### src/rtl/mdio_pkg.sv
`timescale 1ns/1ps
// Package: shared frame constants, frame kinds and the frame builder.
// Assumes a fixed 64-bit management frame with a 32-bit preamble.
package mdio_pkg;

    typedef enum logic [1:0] {
        FK_ADDR  = 2'd0,
        FK_WRITE = 2'd1,
        FK_READ  = 2'd2
    } frame_kind_e;

    localparam logic [1:0] OFS_STAT = 2'd0;
    localparam logic [1:0] OFS_CTRL = 2'd1;
    localparam logic [1:0] OFS_ADDR = 2'd2;
    localparam logic [1:0] OFS_DATA = 2'd3;

    localparam int          FRAME_BITS = 64;
    localparam int          IDX_W      = $clog2(FRAME_BITS);
    localparam logic [IDX_W-1:0] IDX_TA1   = IDX_W'(46);
    localparam logic [IDX_W-1:0] IDX_TA2   = IDX_W'(47);
    localparam logic [IDX_W-1:0] IDX_DATA0 = IDX_W'(48);
    localparam logic [IDX_W-1:0] IDX_LAST  = IDX_W'(FRAME_BITS - 1);

    // Assemble the bit sequence of one frame, MSB sent first.
    function automatic logic [FRAME_BITS-1:0] build_frame(
        input logic        c45,
        input frame_kind_e kind,
        input logic [4:0]  prt,
        input logic [4:0]  dev,
        input logic [15:0] val
    );
        logic [1:0] st;
        logic [1:0] op;
        st = c45 ? 2'b00 : 2'b01;
        case (kind)
            FK_ADDR:  op = 2'b00;
            FK_WRITE: op = 2'b01;
            default:  op = c45 ? 2'b11 : 2'b10;
        endcase
        return {32'hFFFF_FFFF, st, op, prt, dev, 2'b10, val};
    endfunction

endpackage

### src/rtl/mdio_clkgen.sv
`timescale 1ns/1ps
// Module: MDC generator. While run is high, MDC toggles every div+1
// system clocks, starting low. The tick outputs mark the system-clock
// edge at which MDC rises or falls. Assumes div is stable while run is high.
module mdio_clkgen #(
    parameter int DIV_W = 9
) (
    input  logic             clk,
    input  logic             rst_n,
    input  logic             run,
    input  logic [DIV_W-1:0] div,
    output logic             mdc,
    output logic             rise_tick,
    output logic             fall_tick
);
    logic [DIV_W-1:0] cnt;
    logic             wrap;

    assign wrap      = run && (cnt == div);
    assign rise_tick = wrap && !mdc;
    assign fall_tick = wrap && mdc;

    // Half-period counter and MDC toggle; parked low when not running.
    always_ff @(posedge clk) begin
        if (!rst_n || !run) begin
            cnt <= '0;
            mdc <= 1'b0;
        end else if (wrap) begin
            cnt <= '0;
            mdc <= ~mdc;
        end else begin
            cnt <= cnt + DIV_W'(1);
        end
    end
endmodule

### src/rtl/mdio_frame_engine.sv
`timescale 1ns/1ps
// Module: frame shifter. Loads a 64-bit frame on start, shifts one bit on
// each MDC fall, and releases MDIO from the first turnaround bit of a read.
// Read bits are sampled on MDC rise or fall, as chosen by sample_rise.
// done pulses one cycle after the last fall, with read results settled.
module mdio_frame_engine
    import mdio_pkg::*;
(
    input  logic                  clk,
    input  logic                  rst_n,
    input  logic                  start,
    input  logic [FRAME_BITS-1:0] frame,
    input  logic                  is_read,
    input  logic                  sample_rise,
    input  logic                  rise_tick,
    input  logic                  fall_tick,
    input  logic                  mdio_i,
    output logic                  active,
    output logic                  mdio_o,
    output logic                  mdio_oe,
    output logic                  done,
    output logic [15:0]           rd_data,
    output logic                  rd_err
);
    logic [IDX_W-1:0]      bitidx;
    logic [FRAME_BITS-1:0] shreg;
    logic                  rd_q;
    logic                  samp;

    assign samp    = sample_rise ? rise_tick : fall_tick;
    assign mdio_o  = shreg[FRAME_BITS-1];
    assign mdio_oe = active && !(rd_q && (bitidx >= IDX_TA1));

    // Frame sequencing, shifting and read-bit capture.
    always_ff @(posedge clk) begin
        if (!rst_n) begin
            active  <= 1'b0;
            bitidx  <= '0;
            shreg   <= '0;
            rd_q    <= 1'b0;
            done    <= 1'b0;
            rd_data <= '0;
            rd_err  <= 1'b0;
        end else begin
            done <= 1'b0;
            if (start && !active) begin
                active <= 1'b1;
                bitidx <= '0;
                shreg  <= frame;
                rd_q   <= is_read;
                rd_err <= 1'b0;
            end else if (active) begin
                if (samp && rd_q) begin
                    if (bitidx == IDX_TA2)
                        rd_err <= mdio_i;
                    else if (bitidx >= IDX_DATA0)
                        rd_data <= {rd_data[14:0], mdio_i};
                end
                if (fall_tick) begin
                    if (bitidx == IDX_LAST) begin
                        active <= 1'b0;
                        done   <= 1'b1;
                    end else begin
                        bitidx <= bitidx + IDX_W'(1);
                        shreg  <= {shreg[FRAME_BITS-2:0], 1'b0};
                    end
                end
            end
        end
    end
endmodule

### src/rtl/mdio_regs.sv
`timescale 1ns/1ps
// Module: register file and launch logic. Decodes the four words,
// builds the frame on a launching write, and keeps the busy flags,
// the sticky read error and the returned data.
// Assumes the divider is only rewritten while idle and DIV_W <= 15.
module mdio_regs
    import mdio_pkg::*;
#(
    parameter int               DIV_W   = 9,
    parameter logic [DIV_W-1:0] DIV_RST = DIV_W'(258)
) (
    input  logic                  clk,
    input  logic                  rst_n,
    input  logic                  wr_en,
    input  logic [1:0]            wr_addr,
    input  logic [31:0]           wdata,
    output logic [31:0]           rdata,
    input  logic                  eng_done,
    input  logic [15:0]           eng_rd_data,
    input  logic                  eng_rd_err,
    output logic                  start,
    output logic [FRAME_BITS-1:0] frame,
    output logic                  is_read,
    output logic                  sample_rise,
    output logic [DIV_W-1:0]      div,
    output logic                  busy,
    output logic                  dbusy,
    output logic                  rd_err,
    output logic [15:0]           data_q
);
    localparam int DIV_LSB = 16;

    logic        c45_q;
    logic [4:0]  port_q;
    logic [4:0]  dev_q;
    logic [15:0] addr_q;
    frame_kind_e kind_q;
    frame_kind_e kind_c;
    logic        open_wr;
    logic        go_ctrl;
    logic        go_addr;
    logic        go_data;
    logic        unused_wdata;

    assign open_wr      = wr_en && !busy;
    assign go_ctrl      = open_wr && (wr_addr == OFS_CTRL) && wdata[15];
    assign go_addr      = open_wr && (wr_addr == OFS_ADDR) && c45_q;
    assign go_data      = open_wr && (wr_addr == OFS_DATA);
    assign is_read      = (kind_q == FK_READ);
    assign unused_wdata = ^wdata[31:DIV_LSB+DIV_W];

    // Pick the frame kind a launching write asks for.
    always_comb begin
        if (go_ctrl)      kind_c = FK_READ;
        else if (go_addr) kind_c = FK_ADDR;
        else              kind_c = FK_WRITE;
    end

    // Register state, frame launch and completion update.
    always_ff @(posedge clk) begin
        if (!rst_n) begin
            c45_q       <= 1'b0;
            sample_rise <= 1'b1;
            div         <= DIV_RST;
            rd_err      <= 1'b0;
            port_q      <= '0;
            dev_q       <= '0;
            addr_q      <= '0;
            data_q      <= '0;
            busy        <= 1'b0;
            dbusy       <= 1'b0;
            kind_q      <= FK_WRITE;
            start       <= 1'b0;
            frame       <= '0;
        end else begin
            start <= 1'b0;
            if (wr_en && (wr_addr == OFS_STAT)) begin
                c45_q       <= wdata[2];
                sample_rise <= wdata[3];
                div         <= wdata[DIV_LSB +: DIV_W];
                if (wdata[1])
                    rd_err <= 1'b0;
            end
            if (open_wr && (wr_addr == OFS_CTRL)) begin
                port_q <= wdata[9:5];
                dev_q  <= wdata[4:0];
            end
            if (open_wr && (wr_addr == OFS_ADDR))
                addr_q <= wdata[15:0];
            if (go_data)
                data_q <= wdata[15:0];
            if (go_ctrl || go_addr || go_data) begin
                busy   <= 1'b1;
                dbusy  <= !go_addr;
                start  <= 1'b1;
                kind_q <= kind_c;
                frame  <= build_frame(c45_q, kind_c,
                                      go_ctrl ? wdata[9:5] : port_q,
                                      go_ctrl ? wdata[4:0] : dev_q,
                                      wdata[15:0]);
            end
            if (eng_done) begin
                busy  <= 1'b0;
                dbusy <= 1'b0;
                if (kind_q == FK_READ) begin
                    data_q <= eng_rd_err ? 16'hFFFF : eng_rd_data;
                    if (eng_rd_err)
                        rd_err <= 1'b1;
                end
            end
        end
    end

    // Read multiplexer over the four words.
    always_comb begin
        rdata = '0;
        case (wr_addr)
            OFS_STAT: begin
                rdata[0]                 = busy;
                rdata[1]                 = rd_err;
                rdata[2]                 = c45_q;
                rdata[3]                 = sample_rise;
                rdata[DIV_LSB +: DIV_W]  = div;
            end
            OFS_CTRL: rdata[9:0]  = {port_q, dev_q};
            OFS_ADDR: rdata[15:0] = addr_q;
            default: begin
                rdata[15:0] = data_q;
                rdata[31]   = dbusy;
            end
        endcase
    end
endmodule

### src/rtl/mdio_master.sv
`timescale 1ns/1ps
// Module: top of the MDIO management master. Joins the register file,
// the MDC generator and the frame engine. MDIO is split into output,
// enable and input; the pad and pull-up live outside this block.
module mdio_master
    import mdio_pkg::*;
#(
    parameter int               DIV_W   = 9,
    parameter logic [DIV_W-1:0] DIV_RST = DIV_W'(258)
) (
    input  logic        clk,
    input  logic        rst_n,
    input  logic        reg_wr,
    input  logic [1:0]  reg_addr,
    input  logic [31:0] reg_wdata,
    output logic [31:0] reg_rdata,
    output logic        mdc,
    output logic        mdio_o,
    output logic        mdio_oe,
    input  logic        mdio_i
);
    logic                  start;
    logic [FRAME_BITS-1:0] frame;
    logic                  is_read;
    logic                  sample_rise;
    logic [DIV_W-1:0]      div;
    logic                  busy;
    logic                  dbusy;
    logic                  rd_err;
    logic [15:0]           data_q;
    logic                  eng_active;
    logic                  eng_done;
    logic [15:0]           eng_rd_data;
    logic                  eng_rd_err;
    logic                  rise_tick;
    logic                  fall_tick;

    mdio_regs #(.DIV_W(DIV_W), .DIV_RST(DIV_RST)) u_regs (
        .clk(clk), .rst_n(rst_n),
        .wr_en(reg_wr), .wr_addr(reg_addr), .wdata(reg_wdata), .rdata(reg_rdata),
        .eng_done(eng_done), .eng_rd_data(eng_rd_data), .eng_rd_err(eng_rd_err),
        .start(start), .frame(frame), .is_read(is_read),
        .sample_rise(sample_rise), .div(div),
        .busy(busy), .dbusy(dbusy), .rd_err(rd_err), .data_q(data_q)
    );

    mdio_clkgen #(.DIV_W(DIV_W)) u_clk (
        .clk(clk), .rst_n(rst_n), .run(eng_active), .div(div),
        .mdc(mdc), .rise_tick(rise_tick), .fall_tick(fall_tick)
    );

    mdio_frame_engine u_eng (
        .clk(clk), .rst_n(rst_n),
        .start(start), .frame(frame), .is_read(is_read),
        .sample_rise(sample_rise), .rise_tick(rise_tick), .fall_tick(fall_tick),
        .mdio_i(mdio_i), .active(eng_active),
        .mdio_o(mdio_o), .mdio_oe(mdio_oe), .done(eng_done),
        .rd_data(eng_rd_data), .rd_err(eng_rd_err)
    );
endmodule

### config.mk
export PLATFORM = sky130hd
export DESIGN_NAME = mdio_master
export DESIGN_NICKNAME = d
export VERILOG_FILES = /design/src/rtl/mdio_pkg.sv /design/src/rtl/mdio_clkgen.sv /design/src/rtl/mdio_frame_engine.sv /design/src/rtl/mdio_regs.sv /design/src/rtl/mdio_master.sv
export SDC_FILE = /design/constraint.sdc
export NUM_CORES = 1
export LEC_CHECK = 0
export ABC_AREA = 1
export BUFFER_PORTS_ARGS = -buffer_cell sky130_fd_sc_hd__buf_4
export CELL_PAD_IN_SITES_DETAIL_PLACEMENT = 2
export CELL_PAD_IN_SITES_GLOBAL_PLACEMENT = 2
export CORE_AREA = 3 3 208 149
export DETAILED_ROUTE_END_ITERATION = 7
export DIE_AREA = 0 0 211 152
export GPL_ROUTABILITY_DRIVEN = 0
export HOLD_SLACK_MARGIN = 0.03
export PLACE_DENSITY_LB_ADDON = 0.1
export SETUP_SLACK_MARGIN = 0.3
export SYNTH_ARGS = -nofsm -noshare
export SYNTH_HDL_FRONTEND = slang
export SYNTH_SLANG_ARGS = --single-unit
### constraint.sdc
create_clock -name clk -period 1.7 [get_ports clk]
set_input_delay 0.255 -clock clk [delete_from_list [all_inputs] [get_ports clk]]
set_output_delay 0.255 -clock clk [all_outputs]
set_load 0.02 [all_outputs]
# Yosys cells after proc, flatten, opt, wreduce, memory -nomap -nowiden
# Cells that the tools add are included.
# totals
ff_bits	191
latch_bits	0
ramBits	0
mem_bits_ro	0
inputBits	38
out_inout_bits	35
word_cells	111
n_memories	0
# classes
add_sub_neg	2
n_mul	0
div_mod_pow	0
magnitude_cmp	2
eq_ne	9
shifts	0
mux	32
n_bitwise	7
n_reduce_logical	37
# ops
operator	n
$mux 64	4
$mux 16	4
$pmux 6 s3	1
$mux 1	16
$logic_and 1x1->1	14
$eq 6x6->1 const B	2
$ge 6x6->1 const B	2
$pmux 4 s3	1
$pmux 6 s2	1
$mux 5	2
$add 9x1->9 const B	1
$eq 9x9->1	1
$mux 9	1
$reduce_and 3->1	3
$reduce_or 2->1	4
$not 1->1	7
$add 6x1->6 const B	1
$eq 2x2->1 const B	3
$logic_not 1->1	6
$reduce_and 5->1	1
$eq 2x1->1 const B	2
$logic_not 2->1	2
$pmux 2 s2	1
$reduce_bool 2->1	2
5 further kinds	7

# Logic depth before layout (Yosys ltp)
# Gate-level depths: netlist of the first run.
# depth
word_depth	8
ltp_mapped	14
depth_no_buf	11

# By module
# From an unflattened synthesis of the first run, not the netlist that was laid out.
# hier_totals
cells_unflattened	1386
hier_area_um2	9256.4
# by_module_without_submodules
mod	instances	cells_each	area_each_um2	seq_area_each_um2
mdio_regs	1	657	4498.1	1761.7
mdio_frame_engine	1	641	4181.5	1801.7
mdio_clkgen	1	88	576.8	200.2

# Worst setup path after synthesis of the first run
# No wires, ideal clock.
# synth_path
path_kind	register to register
start	reg u_clk.cnt[2]
end	reg u_eng.shreg[42]
setup_ps	113
arrival_ps	1510
t_required_ps	1587
path_slack_ps	77
path_stages_with_launch	15
path_buffers	3
synth_period_minus_slack_ps	1623
cell_sequence	dfxtp_1 > buf_4 > inv_2 > nand2_1 > nand2_1 > nor2_1 > nand3_1 > nor2_2 > nand3_2 > nand2_2 > buf_6 > buf_6 > nand2_1 > nand2_1 > nor2_1
# synth_between
elab_chain_len	5
# synth_rtl
item	line_no	rtl
start, declared	mdio_clkgen.sv:16	logic [DIV_W-1:0] cnt;
start signal, assigned	mdio_clkgen.sv:32	cnt <= cnt + DIV_W'(1);
$eq 9x9->1	mdio_clkgen.sv:19	assign wrap = run && (cnt == div);
$logic_and 1x1->1	mdio_clkgen.sv:19	
$logic_and 1x1->1	mdio_clkgen.sv:21	assign fall_tick = wrap && mdc;
$reduce_bool 2->1 (no line)	-	
$reduce_and 3->1 (no line)	-	
end signal, assigned	mdio_frame_engine.sv:49	shreg <= frame;
end signal, assigned	mdio_frame_engine.sv:65	shreg <= {shreg[FRAME_BITS-2:0], 1'b0};
end, declared	mdio_frame_engine.sv:26	logic [FRAME_BITS-1:0] shreg;
# No other way between the ends.
# A chain may end at the register's enable or synchronous reset.

# Worst setup path in the final report of the first run
# layout_path
start	reg u_clk.cnt[6]
end	reg u_eng.rd_data[7]
# layout_between
elab_chain_len	6
word_cells_on_any_way	7
cone_classes	eq/ne: 1; mux: 1; reduce/logical: 5
# layout_rtl
item	line_no	rtl
$eq 9x9->1 (*)	mdio_clkgen.sv:19	
$logic_and 1x1->1 (*)	mdio_clkgen.sv:19	
$logic_and 1x1->1, on equally long branches	mdio_clkgen.sv:21, mdio_clkgen.sv:20	
$mux 1 (*)	mdio_frame_engine.sv:30	assign samp = sample_rise ? rise_tick : fall_tick;
$logic_and 1x1->1 (*)	mdio_frame_engine.sv:53	if (samp && rd_q) begin
$reduce_and 5->1 (no line) (*)	-	
end signal, assigned	mdio_frame_engine.sv:57	rd_data <= {rd_data[14:0], mdio_i};
end, declared	mdio_frame_engine.sv:22	output logic [15:0] rd_data,
# Mark *: on every way between the ends. The rest lies on a longest branch, timed or not.

==> results of run 1 <==
Yosys cell counts (all sizes together):
library cell  count
a221oi            1
a22o              4
clkinv            3
nand3b            1
nand4             9
ha                2
clkbuf           45
nor3              5
o2111ai           1
nand3            27
buf              32
a211oi            5
and2              1
inv             154
nor3b             1
o211ai            6
a31oi            16
dfxtp           188
conb              1
xor2              4
xnor2             6
o21ai           109
nand2           431
nor2            214
a21oi            77
o21bai            1
critical path, delay by kind of cell (launching register included):
kind / cells / cell delay [ns]
AND/OR/NAND/NOR: 5 / 0.94
buffers and inverters: 3 / 0.40
AO/OA/AOI/OAI: 2 / 0.15
flip-flops: 1 / 0.38
kinds of logic after synthesis:
group,Yosys count,synth area share (%)
adders and majority gates,2,0.2870
other,1,0.04302
xor gates and xnor gates,10,1.005
and+or+nand+nor,689,30.70
DFF,188,43.17
buffers and inverters,234,11.32
AOI/OAI and AO/OA,220,13.46
where the power goes:
| part | total [mW] | internal, mW | switching, mW | leakage [nW] |
|---|---|---|---|---|
| Clock | 4.14 | 2.22 | 1.92 | 0.278 |
| Combinational | 1.67 | 0.704 | 0.964 | 4.12 |
| Sequential | 4.72 | 4.59 | 0.133 | 1.55 |
| Total | 10.5 | 7.51 | 3.02 | 5.95 |
cell type report:
type,instances,area [µm²]
clock buffer,23,498.0
clock inverter,8,83.83
multi-input combinational,927,5009
fill,3299,15700
sequential,188,3845
tap,378,473.0
timing repair buffer,239,2716
inverter,157,628.1
sequential cells by signal (all words and copies together), names as in the netlist, 5 cells and up:
register and cells:
u_regs.port_q 5, u_eng.rd_data 16, u_clk.cnt 9, u_regs.addr_q 16, u_regs.data_q 16, u_regs.dev_q 5, u_eng.bitidx 6, u_regs.div 9
u_regs.frame 30, u_eng.shreg 64
timing repair:
item | CTS | global route
hold endpoints to repair | 2 | 0
cloned | 9 | 13
hold buffers | 2 | 0
endpoints found under the setup margin | 172 | 186
resized for setup | 260 | 213
setup buffers | 34 | 34
pin swaps | 51 | 68
worst paths after layout:
kind | from | end | slack (ns) | cells after the start
setup / recovery | u_clk.cnt[6] | u_eng.rd_data[7] | -0.28 | 10
hold / removal | reg_wdata[18] | u_regs.div[2] | 0.08 | 3
setup reg to reg | u_clk.cnt[6] | u_eng.rd_data[7] | -0.28 | 10
hold reg to reg | u_eng.rd_data[7] | u_eng.rd_data[8] | 0.48 | 2
layer usage:
layer	wire length, µm	global-route usage [%]	up-vias
met4	1090	4.493	0
met3	1002	2.824	63
met2	20260	35.54	128
met1	17600	27.71	4703
met5	0	0	-
li1	-	-	4528
per-stage QoR:
stage | util, % | TNS (ns)
2_1_floorplan | - | 0
4_1_cts | 41.47 | -4.558
6_report | 45.77 | -15.36
5_1_grt | 45.77 | -23.81
3_5_place_dp | 35.06 | -15.71
3_3_place_gp | 35.06 | -9.528
==> metrics.md, run 1 <==
| Metric | Value |
|---|---|
| Status | `finished, violations left` |
| Failing checks | `setup timing` |
| Grt ovf | `0` |
| Clock transition at the registers of the reported paths | `0.07 ns` |
| Max clock buf depth | `2` |
| Die X | `211 µm` |
| Most common cell after layout, fill and taps aside | `nand2_1` |
| Cell taking the most area after synthesis | `dfxtp_1` |
| Worst vdd ir | `0.6095 mV` |
| Hpwl dp | `19970 µm` |
| Vias | `9422` |
| Total clock sinks | `188` |
| CP Launch Type | `flop` |
| Global-route wire length before repair | `53090 µm` |
| CP arrival | `2.32 ns` |
| Final Critical Period | `1.975 ns` |
| Hold Vio Cnt, Final | `0` |
| Final std cells w/o fill | `1920` |
| DP Cell Count | `1797` |
| Final Cell Area | `0.01325 mm²` |
| Number of global-route vias before repair | `9671` |
| Initial antenna violation count | `0` |
| Num CTS Buffers | `17` |
| Largest net degree at the start of global routing | `51` |
| Starting Density | `30.11%` |
| Fin crit share | `116.2%` |
| Post-synth top area share | `43.17%` |
| Worst min path class | `in -> reg` |
| Io pins | `73` |
| CP max FO | `8` |
| P&R area growth vs syn | `52.03%` |
| Total die area | `0.03207 mm²` |
| DP Area | `0.01015 mm²` |
| Worst stage delay on the critical path | `0.38 ns` |
| Vias/cell | `4.907` |
| Pre-CTS WS | `-0.2765 ns` |
| H-tree Lvls | `4` |
| Cell Area, Synth | `0.008717 mm²` |
| Unrepaired setup endpoints after global routing | `true` |
| Rows | `52` |
| Sequential area share after synthesis | `43.17%` |
| Fin Hold WS | `0.08124 ns` |
| Critical path endpoint category | `flop` |
| CTS root buf | `clkbuf_16` |
| DRC violations left | `0` |
| Pwr Total | `10.53 mW` |
| Synth Instances | `1344` |
| Drt pass-1 iters | `4` |
| CP required | `2.05 ns` |
| Die height | `152 µm` |
| Antenna-violating nets left | `0` |
| Gr usage total | `20.68%` |
| DR iter-0 viols | `358` |
| Worst setup margin | `-0.2752 ns` |
| Commonest non-fill, non-tap cells in the layout | `nand2_1 (355), nor2_1 (165), dfxtp_1 (147)` |
| Count of final setup violators | `87` |
| Drt total wl | `39950 µm` |
| Yosys warns | `0` |
| CP cell instances | `inv_2, nand2_2, buf_6, nand3_2, nand3b_1, nor2_4, nand3_4, buf_12, o21ai_2, a21oi_1` |
| Lkg Pwr | `5.948 nW` |
| Layout Nets | `1570` |
| Mapped Avg Cell Area | `6.486 µm²` |
| FF+latch count, synth | `188` |
| Number of port buffers | `59` |
| Post-DR wirelength/cell | `20.81 µm` |
| Layout cell share with drive strength beyond 1 | `34.95%` |
| Worst skew pair latency | `0.46 ns` |
| Core ar. | `0.02895 mm²` |
| WS Path Type | `reg -> reg` |
| CTS tree | `yes` |
| Layout Skew | `0.01733 ns` |
| Antenna cells | `0` |
| Largest cells by area after synthesis | `dfxtp_1 (43%), nand2_1 (18%), nor2_1 (9.1%), inv_1 (6.3%), o21ai_0 (5.1%)` |
| FMAX | `506.3 MHz` |
| Slew Limit Fails | `0` |
| Max-Cap Viols | `0` |
| Crit-path slowest cell | `dfxtp_4` |
| PD cells | `794.8 mW/mm²` |
| Synth unique cells | `34` |
Power figures use the tool's default switching activity.
==> run 2: changes to the inputs <==
Settings changed: SKIP_LAST_GASP set to 1.
==> run 2 against run 1 <==
Net effect:
- the flow still finishes with violations (setup timing)
- routed wire length up 4.3%
- core utilization up 1.5 points
- critical path depth up 2
- global-route usage down 0.088 points
- setup slack worse by 0.045 ns
- final area up 3.4%
- sequential cell count unchanged
- final cell count up 0.42%
- combinational power up 8%
- fmax down 2.2%
- register-to-register slack worse by 0.05 ns
- first-iteration DRC count up 33%
- largest power group unchanged
==> metrics.md, run 2 (synthesized netlist as in run 1, its figures left out) <==
| Metric | Value |
|---|---|
| Fillcell total | `3214 (-2.6%)` |
| Gr usage total | `20.60% (-0.088 points)` |
| Crit-path slowest cell | `dfxtp_2` |
| Layout Nets | `1578 (+0.51%)` |
| Flop2flop setup slack | `-0.32 ns (-0.05 ns)` |
| Worst slew margin | `62.21%` |
| Fin crit share | `118.9% (+2.7 points)` |
| Largest Register | `u_eng.shreg` |
| FF-to-FF End | `u_eng.shreg[16]` |
| CTS tree | `yes` |
| H-tree Lvls | `4 (unchanged)` |
| Worst vdd ir | `0.6291 mV (+3.2%)` |
| Die X | `211 µm (unchanged)` |
| Grt ovf | `0 (unchanged)` |
| Setup tns final | `-17.55 ns (-2.187 ns)` |
| Global-route wire length before repair | `52810 µm (-0.52%)` |
| Commonest non-fill, non-tap cells in the layout | `nand2_1 (280), nor2_1 (167), dfxtp_1 (144)` |
| CP arrival | `2.34 ns (+0.02 ns)` |
| Worst hold path endpoint | `u_regs.div[5]` |
| Most used cell, CP | `buf_6` |
| Number of port buffers | `59 (unchanged)` |
| Io pins | `73 (unchanged)` |
| Drt pass-1 iters | `4 (unchanged)` |
| CP Launch Type | `flop` |
| Core ar. | `0.02895 mm² (unchanged)` |
| CTS root buf | `clkbuf_16` |
| Lkg Pwr | `6.145 nW (+3.3%)` |
| Worst hold path depth | `3 (unchanged)` |
| Worst stage delay on the critical path | `0.38 ns (about the same)` |
| Starting Density | `30.11% (unchanged)` |
| CP required | `2.02 ns (-0.03 ns)` |
| Die height | `152 µm (unchanged)` |
| Initial antenna violation count | `0 (unchanged)` |
| Largest registers | `u_eng.shreg x64, u_regs.frame x30` |
| FMAX | `494.9 MHz (-2.2%)` |
| Antenna-violating nets left | `0 (unchanged)` |
| Worst slew pin tran | `0.5625 ns` |
| Worst skew pair latency | `0.46 ns (about the same)` |
| Max reg flops | `64 (unchanged)` |
| Clock transition at the registers of the reported paths | `0.08 ns (about the same)` |
| Drt total wl | `41670 µm (+4.3%)` |
| Max-Cap Viols | `0 (unchanged)` |
| PD cells | `780.0 mW/mm² (-1.9%)` |
| Max clock buf depth | `2 (unchanged)` |
| Unrepaired setup endpoints after global routing | `true` |
| Pwr Total | `10.69 mW (+1.4%)` |
| Worst setup margin | `-0.3206 ns (-0.04541 ns)` |
| DP Cell Count | `1797 (unchanged)` |
| Vias | `9581 (+1.7%)` |
| Number of global-route vias before repair | `9669 (-0.021%)` |
| Largest net degree at the start of global routing | `51 (unchanged)` |
| Count of final setup violators | `88 (+1.1%)` |
| Hpwl dp | `19970 µm (unchanged)` |
| Failing checks | `setup timing` |
| Critical path endpoint category | `flop` |
| Hold Vio Cnt, Final | `0 (unchanged)` |
| Hold Path Origin | `reg_wdata[21]` |
| Num CTS Buffers | `17 (unchanged)` |
| CP cell instances | `inv_2, nand2_2, buf_6, nand3_2, nand3b_1, nor2_4, buf_4, buf_6, buf_6, nand2_4, o21ai_1, a21oi_1` |
| P&R area growth vs syn | `57.16%` |
| Post-DR wirelength/cell | `21.61 µm (+3.9%)` |
| Most common cell after layout, fill and taps aside | `nand2_1` |
| Total clock sinks | `188 (unchanged)` |
| Fin Hold WS | `0.08761 ns (+0.006371 ns)` |
| Layout Skew | `0.01287 ns (-0.004466 ns)` |
| R2R depth | `12 (+2)` |
| Post-Route Utilization | `47.32% (+1.5 points)` |
| R2r startpoint | `u_regs.div[1]` |
| Vias/cell | `4.969 (+1.3%)` |
| Final Critical Period | `2.021 ns (+0.04541 ns)` |
| Total die area | `0.03207 mm² (unchanged)` |
| Layout cell share with drive strength beyond 1 | `39.10% (+4.1 points)` |
| Final std cells w/o fill | `1928 (+0.42%)` |
| WS Path Type | `reg -> reg` |
| Worst min path class | `in -> reg` |
| DR iter-0 viols | `475 (+33%)` |
| DRC violations left | `0 (unchanged)` |
| CP max FO | `3 (-5)` |
| Antenna cells | `0 (unchanged)` |
| Slew Limit Fails | `0 (unchanged)` |
| Rows | `52 (unchanged)` |
| Status | `finished, violations left` |
run 2: changes by cell type in the layout (fill, tap and decap cells not counted), sizes merged:
cell,previous run,this run
buf,225,229
clkbuf,35,39
run 2: layout make-up:
cell class / instances / area [µm²] / area share (%)
Tap cell: 378 / 473.0 / 3.452
Clock inverter: 8 / 83.83 / 0.6119
Clock buffer: 23 / 498.0 / 3.635
Sequential cell: 188 / 3846 / 28.08
Multi-Input combinational cell: 927 / 5274 / 38.50
Inverter: 157 / 625.6 / 4.567
Timing Repair Buffer: 247 / 2899 / 21.16
run 2: stage by stage:
stage	cell area, µm²	worst slack, ns
2_1_floorplan	8846	0.1221
3_3_place_gp	10150	-0.1719
3_5_place_dp	10150	-0.2765
4_1_cts	11900	-0.09904
5_1_grt	13700	-0.4374
6_report	13700	-0.3206
run 2: worst max path at each step:
stage / start / end / slack [ns]
finish: u_regs.div[1] / u_eng.shreg[16] / -0.32
floorplan: u_clk.cnt[0] / u_eng.shreg[42] / 0.12
global placement: u_clk.cnt[4] / u_eng.shreg[7] / -0.17
global route: u_clk.cnt[1] / u_eng.shreg[16] / -0.44
CTS: u_clk.cnt[2] / u_eng.shreg[17] / -0.1
detailed placement: u_clk.cnt[4] / u_eng.shreg[20] / -0.28
run 2: routing by layer:
layer	track usage (%)	vias up	routed length, µm
met2	35.61	129	21220
met5	0	-	0
met3	2.968	45	1051
li1	-	4549	-
met1	27.17	4858	18700
met4	4.844	0	695
run 2: repair_timing:
action | CTS | global route
pin swaps | 51 | 70
hold buffers | 2 | 0
buffers inserted | 34 | 37
endpoints found under the setup margin | 172 | 191
gates cloned | 9 | 18
gates resized for setup | 223 | 348
endpoints found under the hold margin | 2 | 0
run 2: power breakdown:
group	internal, mW	switching (mW)	total [mW]
combinational	0.752	1.05	1.80
sequential	4.59	0.137	4.73
clock	2.22	1.94	4.16
total	7.56	3.13	10.7
run 2: critical path: cells and delay by family (launching register included):
family,cells,cell delay [ns]
AO/OA/AOI/OAI,2,0.36
buffers and inverters,5,0.51
flip-flops,1,0.38
AND/OR/NAND/NOR,5,0.63
